$ cat src/rtl/sd_cmd_seq.sv
module sd_cmd_seq #(
  parameter int ENTRIES = 9,
  parameter int RSP_BYTES = 16
) (
  input  logic         clk,
  input  logic         rst_n,
  input  logic         wr_en,
  input  logic [2:0]   wr_sel,
  input  logic [15:0]  wr_data,
  input  logic         rd_en,
  input  logic [2:0]   rd_sel,
  output logic [15:0]  rd_data,
  output logic         card_req,
  output logic [5:0]   card_cmd,
  output logic [31:0]  card_arg,
  input  logic         card_rsp_valid,
  input  logic [4:0]   card_rsp_len,
  input  logic [127:0] card_rsp_bytes,
  output logic         fifo_flush,
  output logic         data_start,
  output logic         data_write,
  output logic         data_dma,
  output logic         irq_end_cmd
);
  localparam int PW = $clog2(ENTRIES + 1);
  localparam logic [PW-1:0] PTR_END = PW'(ENTRIES);

  localparam logic [2:0] SEL_CLK = 3'd0, SEL_CFG = 3'd1, SEL_CMD = 3'd2,
                         SEL_ARGH = 3'd3, SEL_ARGL = 3'd4, SEL_RSP = 3'd5,
                         SEL_IRQ = 3'd7;
  localparam logic [2:0] SEL_STAT = 3'd0;

  typedef enum logic {S_IDLE, S_WAIT} state_t;
  state_t state;

  logic [13:0]   cfg;
  logic [5:0]    cmd_idx;
  logic [31:0]   arg;
  logic          pending, clk_on, st_tout, st_done, irq;
  logic [15:0]   rsp_q [ENTRIES];
  logic [15:0]   packed_e [ENTRIES];
  logic [PW-1:0] rd_ptr;
  logic          len_ok;

  wire busy    = (state == S_WAIT);
  wire stop_wr = wr_en && wr_sel == SEL_CLK && wr_data[0];
  wire launch  = !busy && pending && clk_on && !cfg[10] && !wr_en;
  wire rsp_in  = busy && card_rsp_valid && !stop_wr;

  always_comb begin
    case (cfg[1:0])
      2'd0:    len_ok = 1'b1;
      2'd2:    len_ok = card_rsp_len >= 5'd16;
      default: len_ok = card_rsp_len >= 5'd4;
    endcase
  end

  for (genvar i = 0; i < ENTRIES; i++) begin : g_pack
    localparam int LO = 2 * i;
    localparam int HI = 2 * i + 1;
    if (HI < RSP_BYTES) begin : g_live
      assign packed_e[i] = {(5'(HI) < card_rsp_len) ? card_rsp_bytes[8*HI +: 8] : 8'h00,
                            (5'(LO) < card_rsp_len) ? card_rsp_bytes[8*LO +: 8] : 8'h00};
    end else begin : g_pad
      assign packed_e[i] = 16'h0000;
    end
  end

  always_ff @(posedge clk) begin
    if (!rst_n) begin
      state      <= S_IDLE;
      cfg        <= '0;
      cmd_idx    <= '0;
      arg        <= '0;
      pending    <= 1'b0;
      clk_on     <= 1'b0;
      st_tout    <= 1'b0;
      st_done    <= 1'b0;
      irq        <= 1'b0;
      rd_ptr     <= PTR_END;
      fifo_flush <= 1'b0;
      data_start <= 1'b0;
      for (int i = 0; i < ENTRIES; i++) rsp_q[i] <= '0;
    end else begin
      fifo_flush <= 1'b0;
      data_start <= 1'b0;
      if (rd_en && rd_sel == SEL_RSP && rd_ptr < PTR_END) rd_ptr <= rd_ptr + 1'b1;
      if (wr_en) begin
        case (wr_sel)
          SEL_CLK: begin
            if (wr_data[1]) clk_on <= 1'b1;
            if (wr_data[0]) begin
              clk_on <= 1'b0;
              state  <= S_IDLE;
            end
          end
          SEL_CFG:  if (!busy) begin
                      cfg     <= wr_data[13:0] & 14'h3DFF;
                      pending <= 1'b1;
                    end
          SEL_CMD:  if (!busy) cmd_idx <= wr_data[5:0];
          SEL_ARGH: if (!busy) arg[31:16] <= wr_data;
          SEL_ARGL: if (!busy) arg[15:0] <= wr_data;
          SEL_IRQ:  if (wr_data[0]) irq <= 1'b0;
          default: ;
        endcase
      end
      if (launch) begin
        state      <= S_WAIT;
        pending    <= 1'b0;
        fifo_flush <= 1'b1;
        irq        <= 1'b1;
        st_tout    <= 1'b0;
        st_done    <= 1'b0;
        for (int i = 0; i < ENTRIES; i++) rsp_q[i] <= '0;
      end else if (rsp_in) begin
        state <= S_IDLE;
        if (len_ok) begin
          for (int i = 0; i < ENTRIES; i++) rsp_q[i] <= packed_e[i];
          rd_ptr     <= '0;
          st_done    <= 1'b1;
          data_start <= cfg[2];
        end else begin
          st_tout <= 1'b1;
        end
      end
    end
  end

  always_comb begin
    case (rd_sel)
      SEL_STAT: rd_data = {2'b00, st_done, 4'b0000, clk_on, 6'b000000, st_tout, 1'b0};
      SEL_CFG:  rd_data = {2'b00, cfg};
      SEL_CMD:  rd_data = {10'd0, cmd_idx} | 16'h0040;
      SEL_ARGH: rd_data = arg[31:16];
      SEL_ARGL: rd_data = arg[15:0];
      SEL_RSP:  rd_data = (rd_ptr < PTR_END) ? rsp_q[rd_ptr[PW-1:0]] : 16'h0000;
      SEL_IRQ:  rd_data = {15'd0, irq};
      default:  rd_data = 16'h0000;
    endcase
  end

  assign card_req    = busy;
  assign card_cmd    = cmd_idx;
  assign card_arg    = arg;
  assign data_write  = cfg[3];
  assign data_dma    = cfg[7];
  assign irq_end_cmd = irq;
endmodule

$ cat config.mk
export PLATFORM = sky130hd
export DESIGN_NAME = sd_cmd_seq
export DESIGN_NICKNAME = d
export VERILOG_FILES = /design/src/rtl/sd_cmd_seq.sv
export SDC_FILE = /design/constraint.sdc
export NUM_CORES = 1
export LEC_CHECK = 0
export ABC_AREA = 1
export BUFFER_PORTS_ARGS = -buffer_cell sky130_fd_sc_hd__buf_2
export CORE_ASPECT_RATIO = 0.75
export CORE_UTILIZATION = 45
export DETAILED_ROUTE_END_ITERATION = 16
export PLACE_DENSITY = 0.8
export SYNTH_ARGS = -nofsm -noshare
export SYNTH_HDL_FRONTEND = slang
export SYNTH_SLANG_ARGS = --single-unit
$ cat constraint.sdc
create_clock -name clk -period 15.3 [get_ports clk]
set_input_delay 1.53 -clock clk [delete_from_list [all_inputs] [get_ports clk]]
set_output_delay 1.53 -clock clk [all_outputs]
set_load 0.005 [all_outputs]
==> results of run 1 <==
[worst register-to-register path: cells and delay by family, from the launching register on]
| kind | cells | cell delay, ns |
|---|---|---|
| flip-flops | 1 | 0.46 |
| buffers and inverters | 2 | 1.05 |
| AND/OR/NAND/NOR | 3 | 0.76 |
[cell usage after synthesis]
cell / n / area share [%]
clkbuf_1: 35 / 1.4
o211ai_1: 3 / 0.24
ha_1: 2 / 0.27
nand3_1: 93 / 5.0
nor3_2: 1 / 0.11
o21ai_0: 82 / 4.4
buf_4: 1 / 0.080
dfxtp_1: 63 / 13
o21bai_1: 1 / 0.080
inv_2: 1 / 0.040
a21oi_1: 50 / 2.7
nand4_1: 4 / 0.27
nor2_4: 1 / 0.12
o22ai_1: 14 / 0.93
xor2_1: 1 / 0.093
nand3_4: 8 / 1.5
nand2_2: 1 / 0.067
edfxtp_1: 128 / 41
nand3_2: 2 / 0.21
buf_2: 6 / 0.32
nor2_2: 41 / 2.7
inv_1: 236 / 9.4
clkinv_1: 1 / 0.040
nor3_1: 2 / 0.11
buf_1: 2 / 0.080
or2_2: 5 / 0.33
nand2_1: 194 / 7.7
nor2_1: 184 / 7.3
buf_12: 1 / 0.21
[worst max-delay path by stage]
stage / cells past startpoint / endpoint / slack (ns) / from
after CTS: 9 / rd_data[14] / 10.50 / rd_sel[1]
after global placement: 9 / rd_data[9] / 10.57 / rd_sel[1]
after global routing: 9 / rd_data[9] / 10.23 / rd_sel[1]
after detailed placement: 9 / rd_data[14] / 10.51 / rd_sel[1]
after floorplan: 3 / rsp_q[0][0] / 8.93 / rst_n
final: 9 / rd_data[15] / 10.41 / rd_sel[1]
[state kept, by name (all words and copies together), names as in the netlist, 4 cells and up]
signal    flops
cfg          13
rsp_q       128
card_cmd      6
card_arg     32
rd_ptr        4
[cell type report]
cell class | instances | area, sq um
Multi-Input combinational cell | 689 | 3219
Fill cell | 1925 | 9072
Timing Repair Buffer | 225 | 1141
Tap cell | 282 | 352.8
Sequential cell | 191 | 5106
Inverter | 238 | 893.4
Clock inverter | 10 | 85.08
Antenna cell | 2 | 5.005
Clock buffer | 22 | 506.7
[per-stage QoR]
stage	cells	instance area [sq um]	worst slack (ns)
finish	1659	11310	10.41
global route	1657	11300	10.23
CTS	1657	11300	10.50
detailed placement	1625	10710	10.51
global placement	1625	10710	10.57
floorplan	1163	9402	8.934
[where the power goes]
part,internal (mW),switching (mW),leakage (nW)
Sequential,0.566,0.00612,1.83
Combinational,0.0300,0.0510,3.32
Clock,0.246,0.202,0.297
[routing by layer]
| metal | GRT usage, % | routed length, um | vias up |
|---|---|---|---|
| li1 | - | - | 4052 |
| met1 | 38.67 | 12520 | 3839 |
| met2 | 37.19 | 11400 | 421 |
| met3 | 6.072 | 2581 | 48 |
| met4 | 9.358 | 807 | 4 |
| met5 | 0 | 33 | - |
[cell families (layout without fill, tap and decap cells)]
kind of cell             after synthesis  after routing  share of synthesized area [%]
flip-flops                           191            191                          54.30
adder cells (fa/ha/maj)                2              2                         0.2661
XOR/XNOR                               1              1                        0.09318
other                                  0              2                              0
buffers and inverters                283            495                          11.59
AO/OA/AOI/OAI                        150            150                          8.278
AND/OR/NAND/NOR                      536            536                          25.47
==> results.cfg, run 1 <==
[yosys]
synthesis.nets = 1325
syn-cell-area_sq_mm = 0.009402
synth_seq_cells = 191
ys_warn_count = 0
synth.avg_cell_area_sq_um = 8.084
netlist_instances = 1163
synth_cell_types = 29
synth_seq_area_share_pct = 54.30

[timing]
timing.hold.ws_ns = 0.4553
fmax_mhz = 204.5
tns_ns = 0
finClkSkew_ns = 0.02103
min_period_over_period_pct = 31.96
finalHoldViolCount = 0
timing.slew.headroom_pct = 13.57
rsz0062_at_grt = false
setup-violations-final = 0
period_needed_ns = 4.890
max_slew.worst_pin.slew_ns = 1.292
slew_viol_final = 0

[drt]
wl_per_cell_um = 16.48
viasPerCell = 5.042
drc_errors = 0
antenna_left = 0
dr.pass1.iters = 5
drt_iter0_markers = 1025
totalWireLength_mm = 27.34
via_count = 8364

[grt]
overflow = 0
antenna_found_initial = 3
grt_max_degree = 90
grt_pass1_vias = 7636
grt_pass1_wl_mm = 41.77
grt_usage_pct = 26.13

[layout]
final_cell_mix = inv_1, buf_2, nand2_1, nor2_1, edfxtp_1
nNetsFinal = 1524
drive_above_1_share_pct = 23.13
utilization_pct = 55.49
layout_commonest_cell = inv_1
area_growth_pct = 20.30

[setup_path]
end_kind = output pin
crit_type = input port to output pin
startpoint_type = input port
cp_slowest_stage_delay_ns = 0.98
crit_top_cell = nand2_1
path_cells = buf_2 -> inv_1 -> nand3_1 -> nor2_1 -> nand2_1 -> nor2_1 -> nand2_1 -> nand2_1 -> buf_2
slowest_stage = nor2_1
reg2reg_to = rsp_q[6][14]
r2r_slack_ns = 12.59
r2r_cells = 5
critPathArrivalTime_ns = 3.36
worst-path-buf-inv = 3
critical_path.max_fanout = 16
rr_startpoint = card_req
cp_top_family = simple AND/OR/NAND/NOR gates
required_ns = 13.77

[pwr]
p_leak_nw = 5.446
power_mw = 1.102
vdd_drop_max_mv = 0.07273
power.density_mw_per_mm2 = 97.40

[worst_hold_path]
min_to = cfg[8]
min_path_type = register to register
holdCritStartpoint = cfg[8]
whs_path_depth = 2

[floorplan]
rows = 45
die_w_um = 168.9
dieArea_sq_mm = 0.02148
core_area_sq_mm = 0.02038
start_util_pct = 46.13
io_pins = 220
die_h_um = 127.2

[run_status]
status = completed

[cts]
cts_resized = 0
clk_pin_slew_ns = 0.07
clkSinkCount = 191
cts.htree.levels = 4
max-clock-path-buffers = 2
postCtsSetupBuffers = 0
cts_root_buf = clkbuf_16
postCtsHoldBufs = 0
clk_latency_ns = 0.44
cts_made_buffers = 17
cts_tree = done

[flow_run]
cap_violations = 0

[placement]
io_buffers = 219
gp_congestion = 0.9336
hpwl_mm = 19.78
(Power assumes the default switching activity.)
==> run 2, diff against run 1 <==
Settings changed: ABC_AREA 1 to 0.
Clock period 15.3 ns to 4.52 ns, I/O delays scaled along.
==> results.cfg, run 2 <==
[yosys]
synthTopCellsByArea = edfxtp_1, dfxtp_1, mux4_2
synth_edf_count = 128
ys.flop_type = edfxtp_1
synth.avg_cell_area_sq_um = 12.67
synthArstFlopShare_pct = 0
synth_seq_area_share_pct = 58.89
netlist_instances = 684
yosysMostFrequentCell = edfxtp_1
yosysTopAreaCellShare_pct = 44.34
synthTopCellsByCount = edfxtp_1, and3_1, dfxtp_1
synthesis.nets = 846
syn-cell-area_sq_mm = 0.008668
synth_cell_types = 50
yosys.area.top_type = edfxtp_1
ys_warn_count = 0
synth_seq_cells = 191

[setup_path]
cp_slowest_stage_delay_ns = 0.94
critical_path.max_fanout = 27
end_kind = output pin
crit_type = register to output pin
cp-startpoint = rd_ptr[0]
rr_startpoint = card_req
path_cells = buf_4 -> mux4_2 -> mux2i_1 -> o21ai_0 -> buf_2
worst-path-buf-inv = 2
required_ns = 4.07
cp_top_family = flip-flops
slowest_stage = dfxtp_2
critPathArrivalTime_ns = 2.83
startpoint_type = register

[floorplan]
start_util_pct = 46.43
die_w_um = 162.3
dieArea_sq_mm = 0.01983
rows = 43
die_h_um = 122.2
io_pins = 220
core_area_sq_mm = 0.01867

[pwr]
seq_power_share_pct = 53.6
vdd_drop_max_mv = 0.2717
comb_power_share_pct = 6.5
power.share.clock_pct = 39.9
swShare_pct = 23.05
power.density_mw_per_mm2 = 343.7
p_leak_nw = 4.888
switching_power_mw = 0.8287
intPower_mw = 2.766

[timing]
fmax_mhz = 304.7
setup-violations-final = 0
tns_ns = 0
timing.hold.ws_ns = 0.2746
finClkSkew_ns = 0.01189
finalHoldViolCount = 0
max_slew.worst_pin.slew_ns = 1.243
slew_viol_final = 0
timing.slew.headroom_pct = 16.49
min_period_over_period_pct = 72.61
period_needed_ns = 3.282
rsz0062_at_grt = false

[layout]
fill_cells = 1573
area_growth_pct = 20.67
largest_register = rsp_q
drive_above_1_share_pct = 33.97
nNetsFinal = 1042
largest_reg_flops = 128
layout_commonest_cell = buf_2
final_cell_mix = buf_2, edfxtp_1, and3_1, dfxtp_1, mux2i_1
stdcell_count = 1140

[placement]
dp.cells = 1108
hpwl_mm = 17.42
io_buffers = 219
gp_congestion = 0.8207

[worst_hold_path]
holdCritStartpoint = rst_n
min_path_type = input port to register

[drt]
viasPerCell = 5.736
antenna_left = 0
dr.pass1.iters = 5
via_count = 6539
totalWireLength_mm = 24.26
drc_errors = 0
wl_per_cell_um = 21.28
drt_iter0_markers = 797

[grt]
grt_max_degree = 93
grt_usage_pct = 25.09
grt_pass1_vias = 6333
antenna_found_initial = 2
grt_pass1_wl_mm = 36.15
overflow = 0

[cts]
cts_resized = 0
clk_latency_ns = 0.43
max-clock-path-buffers = 2
clk_pin_slew_ns = 0.07
cts_root_buf = clkbuf_16
postCtsSetupBuffers = 0
cts_tree = done
clkSinkCount = 191
cts_made_buffers = 17
cts.htree.levels = 4
postCtsHoldBufs = 0

[flow_run]
cap_violations = 0

[run_status]
status = completed
-- run 2: worst register-to-register path, delay by kind of cell (launching register included) --
family / cells / cell delay (ns)
simple gates: 3 / 1.31
flops: 1 / 0.38
buf+inv: 1 / 0.44
-- run 2: area by class of cell --
cell class / instances / area [sq um] / area share (%)
repair buffers: 224 / 1146 / 10.96
flip-flops and latches: 191 / 5106 / 48.82
inverters: 7 / 26.28 / 0.2512
multi-input cells: 439 / 3322 / 31.76
well taps: 247 / 309.0 / 2.955
diodes: 1 / 2.502 / 0.02392
clock inverters: 13 / 118.9 / 1.136
clock buffers: 18 / 429.2 / 4.103
-- run 2: path summary, 6_finish.rpt --
kind,end,slack [ns],depth (start not counted)
max reg2reg,rsp_q[4][10],1.93,4
min reg2reg,pending,0.45,2
min,rd_ptr[0],0.27,2
max,rd_data[11],1.24,5
-- run 2: logic make-up (layout without fill, tap and decap cells) --
family,after synthesis,in the layout,synth area share [%]
mux,94,94,15.69
other cells,0,1,0
buf+inv,54,262,2.815
fa+ha+maj,2,2,0.2886
flops,191,191,58.89
compound gates,72,72,5.254
xor+xnor,1,1,0.1011
simple gates,270,270,16.96
-- run 2: power by group through the flow --
stage          combinational (mW)  clock, mW  sequential (mW)
6_report                    0.234       1.43             1.93
3_5_place_dp                0.232          0             1.97
3_3_place_gp                0.229          0             1.96
5_1_grt                     0.252       1.51             1.93
4_1_cts                     0.233       1.44             1.93
2_1_floorplan               0.104          0             1.96
-- run 2: layer usage --
layer / global-route usage [%] / part of all wire, % / up-vias / wire [um]
li1: - / - / 2960 / -
met1: 34.76 / 42 / 3179 / 10310
met2: 39.72 / 47 / 367 / 11400
met3: 6.061 / 9.2 / 31 / 2241
met4: 6.250 / 1.2 / 2 / 291
met5: 0 / 0.054 / - / 13
-- run 2: per-stage QoR --
step / instance area, sq um / setup slack, ns / utilization, % / power [mW]
floorplan: 8668 / 1.297 / - / 2.064
global placement: 9910 / 1.449 / 53.08 / 2.194
detailed placement: 9910 / 1.412 / 53.08 / 2.199
CTS: 10460 / 1.132 / 56.02 / 3.604
global route: 10460 / 0.9896 / 56.03 / 3.694
finish: 10460 / 1.238 / 56.03 / 3.595
